**src/rtl/leh_edge_detect.sv**
```systemverilog
module leh_edge_detect #(
   parameter int N_POS = 10
) (
   input  logic [N_POS-1:0] older_i,
   input  logic [N_POS-1:0] newer_i,
   output logic [N_POS-1:0] hit_o
);
   genvar k;
   generate
      for (k = 0; k < N_POS; k++) begin : g_bnd
         if (k < N_POS - 3) begin : g_inner
            assign hit_o[k] = older_i[k+2] ^ older_i[k+3];
         end else if (k == N_POS - 3) begin : g_wrap
            assign hit_o[k] = older_i[N_POS-1] ^ newer_i[0];
         end else if (k == N_POS - 2) begin : g_new12
            assign hit_o[k] = newer_i[1] ^ newer_i[2];
         end else begin : g_new01
            assign hit_o[k] = newer_i[0] ^ newer_i[1];
         end
      end
   endgenerate
endmodule

```
**src/rtl/leh_counter.sv**
```systemverilog
module leh_counter #(
   parameter int CNT_W    = 16,
   parameter bit SATURATE = 1'b1
) (
   input  logic             clk,
   input  logic             rst_n,
   input  logic             clr_i,
   input  logic             inc_i,
   output logic [CNT_W-1:0] q_o
);
   logic [CNT_W-1:0] nxt;

   generate
      if (SATURATE) begin : g_sat
         assign nxt = (q_o == {CNT_W{1'b1}}) ? q_o : q_o + 1'b1;
      end else begin : g_wrap
         assign nxt = q_o + 1'b1;
      end
   endgenerate

   always_ff @(posedge clk or negedge rst_n) begin
      if (!rst_n)     q_o <= '0;
      else if (clr_i) q_o <= '0;
      else if (inc_i) q_o <= nxt;
   end
endmodule

```
**src/rtl/leh_read_port.sv**
```systemverilog
module leh_read_port #(
   parameter int N_POS  = 10,
   parameter int CNT_W  = 16,
   parameter int ADDR_W = 4
) (
   input  logic                   clk,
   input  logic                   rst_n,
   input  logic [ADDR_W-1:0]      addr_i,
   input  logic [N_POS*CNT_W-1:0] cnt_flat_i,
   output logic [CNT_W-1:0]       data_o
);
   logic [CNT_W-1:0] sel;

   always_comb begin
      sel = '0;
      for (int i = 0; i < N_POS; i++) begin
         if (addr_i == ADDR_W'(i)) sel = cnt_flat_i[i*CNT_W +: CNT_W];
      end
   end

   always_ff @(posedge clk or negedge rst_n) begin
      if (!rst_n) data_o <= '0;
      else        data_o <= sel;
   end
endmodule

```
**src/rtl/lane_edge_hist.sv**
```systemverilog
module lane_edge_hist #(
   parameter int N_POS    = 10,
   parameter int CNT_W    = 16,
   parameter bit SATURATE = 1'b1,
   localparam int ADDR_W  = $clog2(N_POS)
) (
   input  logic              clk,
   input  logic              rst_n,
   input  logic [N_POS-1:0]  win_i,
   input  logic              win_valid_i,
   input  logic              count_en_i,
   input  logic              clear_i,
   input  logic [ADDR_W-1:0] rd_addr_i,
   output logic [CNT_W-1:0]  rd_data_o
);
   generate
      if (N_POS < 4) begin : g_bad_pos
         $error("lane_edge_hist: N_POS must be at least 4");
      end
      if (CNT_W < 1) begin : g_bad_w
         $error("lane_edge_hist: CNT_W must be positive");
      end
   endgenerate

   logic [N_POS-1:0]       prev_win;
   logic                   prev_valid;
   logic [N_POS-1:0]       hit;
   logic                   bump;
   logic [N_POS*CNT_W-1:0] cnt_flat;

   always_ff @(posedge clk or negedge rst_n) begin
      if (!rst_n) begin
         prev_win   <= '0;
         prev_valid <= 1'b0;
      end else if (clear_i) begin
         prev_win   <= '0;
         prev_valid <= 1'b0;
      end else if (win_valid_i) begin
         prev_win   <= win_i;
         prev_valid <= 1'b1;
      end
   end

   leh_edge_detect #(.N_POS(N_POS)) u_edges (
      .older_i (prev_win),
      .newer_i (win_i),
      .hit_o   (hit)
   );

   assign bump = win_valid_i & count_en_i & prev_valid & ~clear_i;

   genvar k;
   generate
      for (k = 0; k < N_POS; k++) begin : g_cnt
         leh_counter #(.CNT_W(CNT_W), .SATURATE(SATURATE)) u_cnt (
            .clk   (clk),
            .rst_n (rst_n),
            .clr_i (clear_i),
            .inc_i (bump & hit[k]),
            .q_o   (cnt_flat[k*CNT_W +: CNT_W])
         );
      end
   endgenerate

   leh_read_port #(.N_POS(N_POS), .CNT_W(CNT_W), .ADDR_W(ADDR_W)) u_rd (
      .clk        (clk),
      .rst_n      (rst_n),
      .addr_i     (rd_addr_i),
      .cnt_flat_i (cnt_flat),
      .data_o     (rd_data_o)
   );
endmodule

```
**config.mk**
```make
export PLATFORM = sky130hd
export DESIGN_NAME = lane_edge_hist
export DESIGN_NICKNAME = d
export VERILOG_FILES = /design/src/rtl/leh_edge_detect.sv /design/src/rtl/leh_counter.sv /design/src/rtl/leh_read_port.sv /design/src/rtl/lane_edge_hist.sv
export SDC_FILE = /design/constraint.sdc
export NUM_CORES = 1
export LEC_CHECK = 0
export ABC_AREA = 1
export BUFFER_PORTS_ARGS = -buffer_cell sky130_fd_sc_hd__buf_2
export CAP_MARGIN = 20
export CORE_MARGIN = 2
export CORE_UTILIZATION = 45
export CTS_BUF_LIST = sky130_fd_sc_hd__clkbuf_16
export CTS_CLUSTER_SIZE = 14
export DETAILED_ROUTE_END_ITERATION = 16
export SLEW_MARGIN = 20
export SYNTH_ARGS = -nofsm -noshare
export SYNTH_HDL_FRONTEND = slang
export SYNTH_SLANG_ARGS = --single-unit
```
**constraint.sdc**
```tcl
create_clock -name clk -period 5.05 [get_ports clk]
set_input_delay 0.7575 -clock clk [delete_from_list [all_inputs] [get_ports clk]]
set_output_delay 0.7575 -clock clk [all_outputs]
set_load 0.02 [all_outputs]
```
==> results_dict.tcl <==
set metrics [dict create \
    status "complete, no violations" \
    yosys.area_share.simple 0.415 \
    wire_per_inst_um 16.4 \
    ys_top_cells_by_count "565 x nand2_1, 240 x nor2_1, 188 x nand3_1" \
    io_pins 35 \
    start_util 0.455 \
    reg2reg_slack_ns 2.44 \
    avgSynthCellArea_um2 6.77 \
    fmaxAchievable_ghz 0.384 \
    rsz0062_at_grt "no" \
    finalSetupViolCount 0 \
    min_path_type "in2async" \
    power_mw 3.09 \
    timing.final.crit_share 0.516 \
    area_growth_syn_to_layout_pct 7.76 \
    power.leakage_nw 5.43 \
    startpoint "g_cnt[5].u_cnt.q_o[0]$_DFFE_PN0P_" \
    synthAdderAreaFrac 0.0103 \
    yosysMostFrequentCell "nand2_1" \
    postCtsResizedCells 0 \
    slew_viol_final 0 \
    reg2reg_depth 8 \
    vdd.ir_drop.worst_v 0.000202 \
    seq_area_frac_synth 0.381 \
    holdBufCountCts 0 \
    ys_ff_latch 185 \
    cp_slowest_cell "inv_1" \
    die_x_um 168 \
    clock-sinks 185 \
    grt_pass1_vias 10801 \
    synth_top_family_by_area "simple AND/OR/NAND/NOR gates" \
    p_per_area_nw_per_um2 236 \
    clkTransAtPathRegs_ns 0.07 \
    synthFlopType "dfrtp_1" \
    fillers 2779 \
    chipHeight_um 168 \
    timing.rr.start "g_cnt[5].u_cnt.q_o[0]$_DFFE_PN0P_" \
    cts_buffer_depth 2 \
    layout-drive-gt1-share 0.0745 \
    synth-compound-area-share 0.0861 \
    drt_wl_total_um 35300 \
    vias 11694 \
    grt_overflow 0 \
    synthArstFlopShare 1.00 \
    numPortBuffers 34 \
    synth_nets 1825 \
    yosysTopAreaCellShare 0.381 \
    crit_chain "ha_1, nand2_1, nor2_1, nand2_1, nor2_1, o21ai_1, inv_1, o21ai_0" \
    regArea_um2 4630 \
    clock_latency_ns 0.44 \
    arrival_ns 2.89 \
    grt_use_total 0.261 \
    dp_slack_ns 2.10 \
    rr_endpoint "g_cnt[5].u_cnt.q_o[15]$_DFFE_PN0P_" \
    hold_violations 0 \
    finalCriticalPeriod_ns 2.61 \
    fp-row-count 60 \
    cts-root-buf "clkbuf_16" \
    critPathMaxStageDelay_ns 0.54 \
    crit_path_max_fanout 21 \
    nNetsFinal 1828 \
    timing.slew.headroom 0.376 \
    insertedDiodeCount 0 \
    yosysWarnings 0 \
    grt_pass1_wl_um 58900 \
    cts_setup_buffers 0 \
    grt_max_degree 111 \
    antenna_found_initial 0 \
    multi_input_area_um2 6690 \
    synth_cells 1796 \
    drv_cap 0 \
    tightest_slew_ns 0.931 \
    yosysTopAreaCell "dfrtp_1" \
    synth_edf_count 0 \
    crit_type "reg2reg" \
    drt-initial-drc-count 1154 \
    place_congestion 0.959 \
    ys_types 35 \
    synthMuxAreaShare 0 \
    ant_nets 0 \
    dieArea_um2 28400 \
    cts_buffers 17 \
    cp_top_family "simple AND/OR/NAND/NOR gates" \
    cp_num_buf_inv 1 \
    core_area_um2 26700 \
    cp.depth 8 \
    drc 0 \
    start_kind "register" \
    cts_tree "built" \
    via_per_inst 5.43 \
    htreeDepth 4 \
    setup_tns_ns 0 \
    syn_area_um2 12200 \
    endpoint "g_cnt[5].u_cnt.q_o[15]$_DFFE_PN0P_" \
    dp_hpwl_um 26100 \
    final.setup_skew_ns 0.0153 \
    endpoint_kind "register" \
    firstDrtPassIters 6 \
    yosys-top-cells-area "dfrtp_1 38%, nand2_1 17%, nand3_1 7.7%, nor2_1 7.4%, o21ai_0 5.4%" \
    setup_slack_ns 2.44 \
    cp.required_ns 5.33 \
    synth-xor-area-share 0.0389 \
]
==> worst min-delay path by stage <==
stage | startpoint | to | slack [ns] | cells past startpoint
2_1_floorplan | rst_n | g_cnt[0].u_cnt.q_o[0]$_DFFE_PN0P_ | 0.46 | 0
3_3_place_gp | g_cnt[6].u_cnt.q_o[15]$_DFFE_PN0P_ | g_cnt[6].u_cnt.q_o[15]$_DFFE_PN0P_ | 0.50 | 2
3_5_place_dp | g_cnt[6].u_cnt.q_o[15]$_DFFE_PN0P_ | g_cnt[6].u_cnt.q_o[15]$_DFFE_PN0P_ | 0.51 | 2
4_1_cts | rst_n | g_cnt[2].u_cnt.q_o[12]$_DFFE_PN0P_ | 0.38 | 1
5_1_grt | rst_n | g_cnt[2].u_cnt.q_o[11]$_DFFE_PN0P_ | 0.39 | 1
6_report | rst_n | g_cnt[2].u_cnt.q_o[12]$_DFFE_PN0P_ | 0.34 | 1
==> layout make-up <==
| cell class | instances | share of cell area |
|---|---|---|
| multi-input cells | 1409 | 0.510 |
| well taps | 341 | 0.0326 |
| flip-flops and latches | 185 | 0.353 |
| repair buffers | 43 | 0.0198 |
| inverters | 143 | 0.0412 |
| clock inverters | 15 | 0.0103 |
| clock buffers | 17 | 0.0325 |
==> cell families after synthesis <==
kind of cell / count (synthesis)
AO/OA/AOI/OAI: 183
XOR/XNOR: 54
adder cells (fa/ha/maj): 10
buffers and inverters: 202
flip-flops: 185
AND/OR/NAND/NOR: 1162
==> cell usage in the layout (no fill, tap or decap), types with 5 or more instances in the layout <==
cell type / count
nand2_1: 565
nor2_1: 239
nand3_1: 188
dfrtp_1: 185
inv_1: 138
o21ai_0: 130
nand4_1: 98
xor2_1: 39
nor3_1: 36
buf_2: 33
clkbuf_16: 17
or2_2: 15
xnor2_1: 15
a31o_2: 14
o21ai_1: 14
ha_1: 10
o21bai_1: 9
buf_4: 8
o21ai_2: 7
nor2_4: 5
a21oi_1: 5
nand3b_1: 5
==> power breakdown <==
part | leakage [nW] | switching [mW] | internal (mW)
sequential | 2.56 | 0.0405 | 1.51
combinational | 2.59 | 0.169 | 0.0549
clock | 0.276 | 0.662 | 0.652
==> registers in the layout (all words and copies together), names as in the netlist <==
name and flops:
g_cnt.u_cnt.q_o 160, u_rd.data_o 16, prev_win 8, prev_valid 1
==> per-stage QoR <==
step           cell area [µm²]   util  std cells  hold WS [ns]
5_1_grt                  13100  0.490       2153         0.391
3_5_place_dp             12500  0.469       2121         0.513
3_3_place_gp             12500  0.469       2121         0.502
4_1_cts                  13100  0.490       2153         0.383
2_1_floorplan            12200      -       1796         0.461
6_report                 13100  0.490       2153         0.344
==> routing by layer <==
metal	track usage	wire length, µm
met3	0.0322	2400
met2	0.387	14900
met5	0	0
met4	0.0491	396
met1	0.408	17600
Power figures use the tool's default switching activity.
